===== config.mk =====
export PLATFORM = sky130hd
export DESIGN_NAME = rd_req_splitter
export DESIGN_NICKNAME = d
export VERILOG_FILES = /design/src/rtl/rd_split_pkg.sv /design/src/rtl/rd_be_check.sv /design/src/rtl/rd_chunk_calc.sv /design/src/rtl/rd_out_cnt.sv /design/src/rtl/rd_req_splitter.sv
export SDC_FILE = /design/constraint.sdc
export NUM_CORES = 1
export LEC_CHECK = 0
export BUFFER_PORTS_ARGS = -buffer_cell sky130_fd_sc_hd__buf_2
export CAP_MARGIN = 20
export CORE_ASPECT_RATIO = 0.5
export CORE_UTILIZATION = 45
export DETAILED_ROUTE_END_ITERATION = 10
export PLACE_DENSITY = 0.66
export RECOVER_POWER = 50
export SLEW_MARGIN = 20
export SYNTH_ARGS = -nofsm -noshare
export SYNTH_HDL_FRONTEND = slang
export SYNTH_SLANG_ARGS = --single-unit

===== constraint.sdc =====
create_clock -name clk_i -period 10.6 [get_ports clk_i]
set_clock_uncertainty 0.05 [all_clocks]
set_input_delay 0 -clock clk_i [delete_from_list [all_inputs] [get_ports clk_i]]
set_output_delay 0 -clock clk_i [all_outputs]
set_load 0.05 [all_outputs]

===== src/rtl/rd_split_pkg.sv =====
package rd_split_pkg;
  typedef enum logic [0:0] {ST_IDLE, ST_SPLIT} split_st_e;
  localparam int unsigned BEAT_BYTES = 16;
  localparam int unsigned BEAT_LSB   = 4;
endpackage


===== src/rtl/rd_be_check.sv =====
module rd_be_check #(
  parameter int unsigned BE_W     = 16,
  parameter int unsigned DW_IDX_W = 2,
  parameter int unsigned DW_CNT_W = 3
) (
  input  logic [BE_W-1:0]     be_i,
  output logic                legal_o,
  output logic [DW_IDX_W-1:0] first_dw_o,
  output logic [DW_CNT_W-1:0] span_o,
  output logic [3:0]          first_be_o,
  output logic [3:0]          last_be_o
);
  localparam int unsigned NUM_DW = BE_W / 4;

  logic [NUM_DW-1:0] dw_en, dw_full;
  logic [DW_IDX_W-1:0] lo, hi;
  logic found, ok;

  for (genvar g = 0; g < NUM_DW; g++) begin : g_dw
    assign dw_en[g]   = |be_i[4*g +: 4];
    assign dw_full[g] = &be_i[4*g +: 4];
  end

  always_comb begin
    lo    = '0;
    hi    = '0;
    found = 1'b0;
    for (int i = 0; i < NUM_DW; i++) begin
      if (dw_en[i] && !found) begin
        lo    = DW_IDX_W'(i);
        found = 1'b1;
      end
      if (dw_en[i]) hi = DW_IDX_W'(i);
    end
    ok = found;
    // interior dwords must be fully enabled (implies contiguity)
    for (int i = 0; i < NUM_DW; i++) begin
      if (i > int'(lo) && i < int'(hi) && !dw_full[i]) ok = 1'b0;
    end
  end

  assign legal_o    = ok;
  assign first_dw_o = lo;
  assign span_o     = DW_CNT_W'(hi) - DW_CNT_W'(lo) + DW_CNT_W'(1);
  assign first_be_o = be_i[{lo, 2'b00} +: 4];
  assign last_be_o  = (hi == lo) ? 4'h0 : be_i[{hi, 2'b00} +: 4];
endmodule


===== src/rtl/rd_chunk_calc.sv =====
module rd_chunk_calc #(
  parameter int unsigned MAX_RD_BYTES = 256,
  parameter int unsigned BOUNDARY     = 4096,
  parameter int unsigned REM_W        = 10,
  parameter int unsigned OFF_W        = 12
) (
  input  logic [OFF_W-1:0] off_i,
  input  logic [REM_W-1:0] rem_i,
  output logic [REM_W-1:0] chunk_o
);
  localparam int unsigned CW = ((REM_W > OFF_W) ? REM_W : OFF_W) + 2;

  logic [CW-1:0] rem_w, bnd_w, cap_w, m1, m2;

  assign rem_w   = CW'(rem_i);
  assign bnd_w   = CW'(BOUNDARY) - CW'(off_i);
  assign cap_w   = CW'(MAX_RD_BYTES);
  assign m1      = (rem_w < bnd_w) ? rem_w : bnd_w;
  assign m2      = (m1 < cap_w) ? m1 : cap_w;
  assign chunk_o = REM_W'(m2);
endmodule


===== src/rtl/rd_out_cnt.sv =====
module rd_out_cnt #(
  parameter int unsigned MAX_OUTST = 8
) (
  input  logic clk_i,
  input  logic rst_ni,
  input  logic inc_i,
  input  logic dec_i,
  output logic full_o
);
  localparam int unsigned CNT_W = $clog2(MAX_OUTST + 1);

  logic [CNT_W-1:0] cnt_q;
  logic dec_ok;

  assign dec_ok = dec_i && (cnt_q != '0);

  always_ff @(posedge clk_i or negedge rst_ni) begin
    if (!rst_ni)                cnt_q <= '0;
    else if (inc_i && !dec_ok)  cnt_q <= cnt_q + CNT_W'(1);
    else if (!inc_i && dec_ok)  cnt_q <= cnt_q - CNT_W'(1);
  end

  assign full_o = (cnt_q == CNT_W'(MAX_OUTST));
endmodule


===== src/rtl/rd_req_splitter.sv =====
module rd_req_splitter
  import rd_split_pkg::*;
#(
  parameter int unsigned ADDR_W       = 64,
  parameter int unsigned MAX_BURST    = 32,
  parameter int unsigned MAX_RD_BYTES = 256,
  parameter int unsigned BOUNDARY     = 4096,
  parameter int unsigned MAX_OUTST    = 8,
  localparam int unsigned BC_W        = $clog2(MAX_BURST + 1),
  localparam int unsigned LEN_W       = $clog2(MAX_RD_BYTES / 4 + 1)
) (
  input  logic              clk_i,
  input  logic              rst_ni,
  input  logic              req_valid_i,
  input  logic [ADDR_W-1:0] req_addr_i,
  input  logic [BC_W-1:0]   req_burst_i,
  input  logic [15:0]       req_be_i,
  output logic              req_wait_o,
  output logic              req_err_o,
  output logic              dsc_valid_o,
  input  logic              dsc_ready_i,
  output logic [ADDR_W-1:0] dsc_addr_o,
  output logic [LEN_W-1:0]  dsc_len_o,
  output logic [3:0]        dsc_first_be_o,
  output logic [3:0]        dsc_last_be_o,
  output logic              dsc_fmt64_o,
  input  logic              cpl_done_i
);
  localparam int unsigned REM_W    = $clog2(MAX_BURST * BEAT_BYTES + 1);
  localparam int unsigned OFF_W    = $clog2(BOUNDARY);
  localparam int unsigned DW_IDX_W = $clog2(BEAT_BYTES / 4);
  localparam int unsigned DW_CNT_W = $clog2(BEAT_BYTES / 4 + 1);

  split_st_e         st_q;
  logic [ADDR_W-1:0] cur_addr_q, beat_addr;
  logic [REM_W-1:0]  rem_q, chunk;
  logic              single_q, err_q;
  logic [LEN_W-1:0]  sb_len_q, ld_len;
  logic [3:0]        sb_fbe_q, sb_lbe_q, ld_fbe, ld_lbe;
  logic              cnt_full, accept, load, last_ld, fmt_nx;
  logic              bc_ok, is_single, req_legal;
  logic              sb_legal;
  logic [DW_IDX_W-1:0] sb_first_dw;
  logic [DW_CNT_W-1:0] sb_span;
  logic [3:0]        sb_fbe, sb_lbe;

  rd_be_check #(.BE_W(BEAT_BYTES), .DW_IDX_W(DW_IDX_W), .DW_CNT_W(DW_CNT_W)) u_be (
    .be_i       (req_be_i),
    .legal_o    (sb_legal),
    .first_dw_o (sb_first_dw),
    .span_o     (sb_span),
    .first_be_o (sb_fbe),
    .last_be_o  (sb_lbe)
  );

  rd_chunk_calc #(.MAX_RD_BYTES(MAX_RD_BYTES), .BOUNDARY(BOUNDARY),
                  .REM_W(REM_W), .OFF_W(OFF_W)) u_chunk (
    .off_i   (cur_addr_q[OFF_W-1:0]),
    .rem_i   (rem_q),
    .chunk_o (chunk)
  );

  rd_out_cnt #(.MAX_OUTST(MAX_OUTST)) u_cnt (
    .clk_i  (clk_i),
    .rst_ni (rst_ni),
    .inc_i  (load),
    .dec_i  (cpl_done_i),
    .full_o (cnt_full)
  );

  assign req_wait_o = (st_q != ST_IDLE) || cnt_full;
  assign accept     = req_valid_i && !req_wait_o;
  assign is_single  = (req_burst_i == BC_W'(1));
  assign bc_ok      = (req_burst_i != '0) && (req_burst_i <= BC_W'(MAX_BURST));
  assign req_legal  = bc_ok && (is_single ? sb_legal : (req_be_i == 16'hFFFF));
  assign beat_addr  = {req_addr_i[ADDR_W-1:BEAT_LSB], {BEAT_LSB{1'b0}}};

  assign load    = (st_q == ST_SPLIT) && (!dsc_valid_o || dsc_ready_i) && !cnt_full;
  assign last_ld = single_q || (rem_q == chunk);
  assign ld_len  = single_q ? sb_len_q : LEN_W'(chunk >> 2);
  assign ld_fbe  = single_q ? sb_fbe_q : 4'hF;
  assign ld_lbe  = single_q ? sb_lbe_q : 4'hF;

  if (ADDR_W > 32) begin : g_fmt_wide
    assign fmt_nx = |cur_addr_q[ADDR_W-1:32];
  end else begin : g_fmt_narrow
    assign fmt_nx = 1'b0;
  end

  always_ff @(posedge clk_i or negedge rst_ni) begin
    if (!rst_ni) begin
      st_q       <= ST_IDLE;
      cur_addr_q <= '0;
      rem_q      <= '0;
      single_q   <= 1'b0;
      sb_len_q   <= '0;
      sb_fbe_q   <= '0;
      sb_lbe_q   <= '0;
      err_q      <= 1'b0;
    end else begin
      err_q <= accept && !req_legal;
      if (accept && req_legal) begin
        st_q     <= ST_SPLIT;
        single_q <= is_single;
        sb_len_q <= LEN_W'(sb_span);
        sb_fbe_q <= sb_fbe;
        sb_lbe_q <= sb_lbe;
        rem_q    <= REM_W'({req_burst_i, {BEAT_LSB{1'b0}}});
        cur_addr_q <= is_single ? beat_addr + ADDR_W'({sb_first_dw, 2'b00}) : beat_addr;
      end else if (load) begin
        cur_addr_q <= cur_addr_q + ADDR_W'(chunk);
        rem_q      <= rem_q - chunk;
        if (last_ld) st_q <= ST_IDLE;
      end
    end
  end

  always_ff @(posedge clk_i or negedge rst_ni) begin
    if (!rst_ni) begin
      dsc_valid_o    <= 1'b0;
      dsc_addr_o     <= '0;
      dsc_len_o      <= '0;
      dsc_first_be_o <= '0;
      dsc_last_be_o  <= '0;
      dsc_fmt64_o    <= 1'b0;
    end else if (load) begin
      dsc_valid_o    <= 1'b1;
      dsc_addr_o     <= cur_addr_q;
      dsc_len_o      <= ld_len;
      dsc_first_be_o <= ld_fbe;
      dsc_last_be_o  <= ld_lbe;
      dsc_fmt64_o    <= fmt_nx;
    end else if (dsc_ready_i) begin
      dsc_valid_o    <= 1'b0;
    end
  end

  assign req_err_o = err_q;
endmodule


==> results.sh <==
export IMPL_power_mw=1.56
export IMPL_setup_viol=0
export IMPL_gr_usage_met2=0.446
export IMPL_grt_util_all_layers=0.272
export IMPL_h_tree_depth=4
export IMPL_first_pass_iters=6
export IMPL_worst_slew_pin_slew_ps=5390
export IMPL_wl_mm=30.4
export IMPL_rsz0062_at_grt="no"
export IMPL_fmax_ghz=0.165
export IMPL_synth_edf_count=0
export IMPL_fp_dieH_microns=107
export IMPL_cts_tree="yes"
export IMPL_grt_pass1_wl_mm=48.7
export IMPL_met1_usage=0.370
export IMPL_maxCapViolCount=1
export IMPL_ir_worst_vdd_uv=97.1
export IMPL_dr_first_iter_drc_count=975
export IMPL_start_kind="flop"
export IMPL_die_area_sq_um=22900
export IMPL_start_util=0.460
export IMPL_cts_sinks=173
export IMPL_busiest_layer="met2"
export IMPL_dp_cells=1590
export IMPL_end_kind="flop"
export IMPL_async_flop_share=1.00
export IMPL_p_leak_nw=5.88
export IMPL_finalHoldViolCount=0
export IMPL_num_antenna_cells=0
export IMPL_syn_to_final_growth_pct=23.4
export IMPL_ios=174
export IMPL_min_period_ps=6070
export IMPL_critPathMaxStageDelay_ps=730
export IMPL_relSlewSlack=-2.59
export IMPL_critPathKind="reg -> reg"
export IMPL_ant_nets=0
export IMPL_cts_resized_gates=0
export IMPL_cp_slowest_cell="nor4_1"
export IMPL_synth_nets=1302
export IMPL_synth_area_sq_um=10000
export IMPL_vias=9818
export IMPL_fin_nets=1521
export IMPL_use_met3=0.0438
export IMPL_synth_flop_cell="dfrtp_1"
export IMPL_final_cells=1705
export IMPL_cp_max_fo=20
export IMPL_ys_seq_area_frac=0.433
export IMPL_hpwl_mm=20.2
export IMPL_failed_checks="max-capacitance violations, max-slew violations"
export IMPL_syn_area_per_cell_sq_um=8.51
export IMPL_setup_tns_ps=0
export IMPL_finalWeightedCongestion=0.939
export IMPL_portBuffers=169
export IMPL_path_cells="nor4_1 -> nand2b_1 -> xnor2_1 -> ha_1 -> and4_1 -> o21ai_0 -> a31oi_1 -> o311ai_2 -> buf_4 -> nand3_1 -> o31ai_1 -> ha_1 -> inv_1 -> fa_1 -> nor2b_1 -> o2111ai_1 -> a21o_1 -> a21boi_1 -> nand2_1 -> o211a_1 -> a211o_1"
export IMPL_post_cts_buffers=0
export IMPL_core_area_sq_um=21700
export IMPL_crit_path_frequent_cell="ha_1"
export IMPL_clockRootBuffer="clkbuf_16"
export IMPL_clk_pin_slew_ps=70
export IMPL_first_global_vias=9547
export IMPL_synth_seq_cells=173
export IMPL_core_rowCount=38
export IMPL_insertion_delay_ps=450
export IMPL_clockBufferDepth=2
export IMPL_antenna_found_initial=0
export IMPL_viasPerCell=5.76
export IMPL_hp_class="in -> reg"
export IMPL_min_period_over_period=0.573
export IMPL_drive_gt1_frac=0.110
export IMPL_crit_arrival_ps=6360
export IMPL_crit_family="compound AO/OA/AOI/OAI gates"
export IMPL_status="finished with violations"
export IMPL_report_final_slew_viol_count=99
export IMPL_power_density_nw_per_um2=126
export IMPL_grt_overflow_total=0
export IMPL_path_buf_inv=2
export IMPL_ctsHoldBuffers=85
export IMPL_ys_types=78
export IMPL_grt_max_degree=99
export IMPL_postLayoutCoreUtil=0.568
export IMPL_cts_made_buffers=17
export IMPL_yosys_warnings=0
export IMPL_required_ps=10890
export IMPL_die_w_microns=213
export IMPL_drc=0
export IMPL_syn_inst=1175
export IMPL_routedWlPerCell_microns=17.8
==> Yosys cell counts, types with 10 or more instances <==
master,count,share of area
nor3_1,16,0.0080
nand2_1,283,0.11
a31oi_1,29,0.018
and3_1,13,0.0081
o21ai_0,73,0.037
nand3_1,50,0.025
a221o_1,20,0.020
inv_1,31,0.012
xnor2_1,18,0.016
nand4_1,31,0.019
nor4_1,21,0.013
xor2_1,12,0.011
dfrtp_1,173,0.43
buf_2,17,0.0085
ha_1,33,0.041
a21oi_1,38,0.019
nor2_1,83,0.031
a21o_1,15,0.011
clkbuf_1,38,0.014
o211ai_1,10,0.0075
==> cell usage in the layout, fill, tap and decap left out, drive strengths merged, types with 18 or more instances in the layout <==
| master | synthesis | routed |
|---|---|---|
| nor2 | 84 | 84 |
| dfrtp | 173 | 173 |
| o21ai | 81 | 81 |
| nand2 | 283 | 283 |
| a21oi | 39 | 39 |
| nor4 | 23 | 23 |
| buf | 28 | 97 |
| dlygate4sd3 | 0 | 85 |
| inv | 31 | 33 |
| nand4 | 32 | 32 |
| a31oi | 29 | 29 |
| xnor2 | 18 | 18 |
| a221o | 20 | 20 |
| ha | 33 | 33 |
| nand3 | 50 | 50 |
| clkbuf | 38 | 104 |
==> cell families after synthesis <==
group	synth area share
simple gates	0.262
fa+ha+maj	0.0473
compound gates	0.180
other cells	0.000375
buf+inv	0.0397
xor+xnor	0.0263
flops	0.433
mux	0.0120
==> report_power, final <==
part | internal, mW | switching [mW] | total (mW)
Sequential | 0.685 | 0.0283 | 0.714
Clock | 0.308 | 0.271 | 0.579
Combinational | 0.0991 | 0.163 | 0.262
Total | 1.09 | 0.463 | 1.56
==> routing by layer <==
layer,part of all wire,up-vias
met4,0.013,0
met3,0.044,36
met5,0,-
met1,0.46,4833
li1,-,4651
met2,0.48,298
==> registers in the layout, summed over array words and instances (netlist names), 3 cells and up <==
| signal | flops |
|---|---|
| dsc_addr_o | 64 |
| dsc_last_be_o | 4 |
| dsc_len_o | 7 |
| cur_addr_q | 64 |
| rem_q | 10 |
| sb_lbe_q | 4 |
| u_cnt.cnt_q | 4 |
| sb_len_q | 3 |
| sb_fbe_q | 4 |
| dsc_first_be_o | 4 |
==> worst reg2reg max path, cell delays in order, from the launching register on <==
cell	delay (ps)
dfrtp_1	460
nor4_1	730
nand2b_1	150
xnor2_1	360
ha_1	330
and4_1	180
o21ai_0	70
a31oi_1	130
o311ai_2	260
buf_4	280
nand3_1	110
o31ai_1	130
ha_1	280
inv_1	70
fa_1	380
nor2b_1	220
o2111ai_1	170
a21o_1	300
a21boi_1	480
nand2_1	270
o211a_1	300
a211o_1	270
==> area by class of cell <==
| type | count | area, sq um |
|---|---|---|
| Fill cell | 2001 | 9400 |
| Sequential cell | 173 | 4330 |
| Clock inverter | 10 | 67.6 |
| Tap cell | 300 | 375 |
| Clock buffer | 20 | 457 |
| Timing Repair Buffer | 266 | 1680 |
| Inverter | 32 | 120 |
| Multi-Input combinational cell | 904 | 5300 |
==> worst paths after layout <==
| check | start | endpoint | slack, ps | cells after the start |
|---|---|---|---|---|
| max | cur_addr_q[2] | cur_addr_q[26] | 4530 | 21 |
| min | cpl_done_i | u_cnt.cnt_q[0] | 40 | 4 |
| max reg2reg | cur_addr_q[2] | cur_addr_q[26] | 4530 | 21 |
| min reg2reg | dsc_fmt64_o | dsc_fmt64_o | 410 | 2 |
| max in group asynchronous | rst_ni | dsc_addr_o[1] | 5420 | 3 |
| min in group asynchronous | rst_ni | dsc_addr_o[30] | 2030 | 2 |
==> through the flow <==
stage          hold slack, ps  area [sq um]  setup WS [ps]
6_report                 37.3         12300           4530
5_1_grt                  44.3         12300           4020
2_1_floorplan            -346         10000           5340
3_3_place_gp              118         11100           4700
4_1_cts                  4.38         12400           4600
3_5_place_dp              130         11100           4630
(Power assumes the default switching activity.)
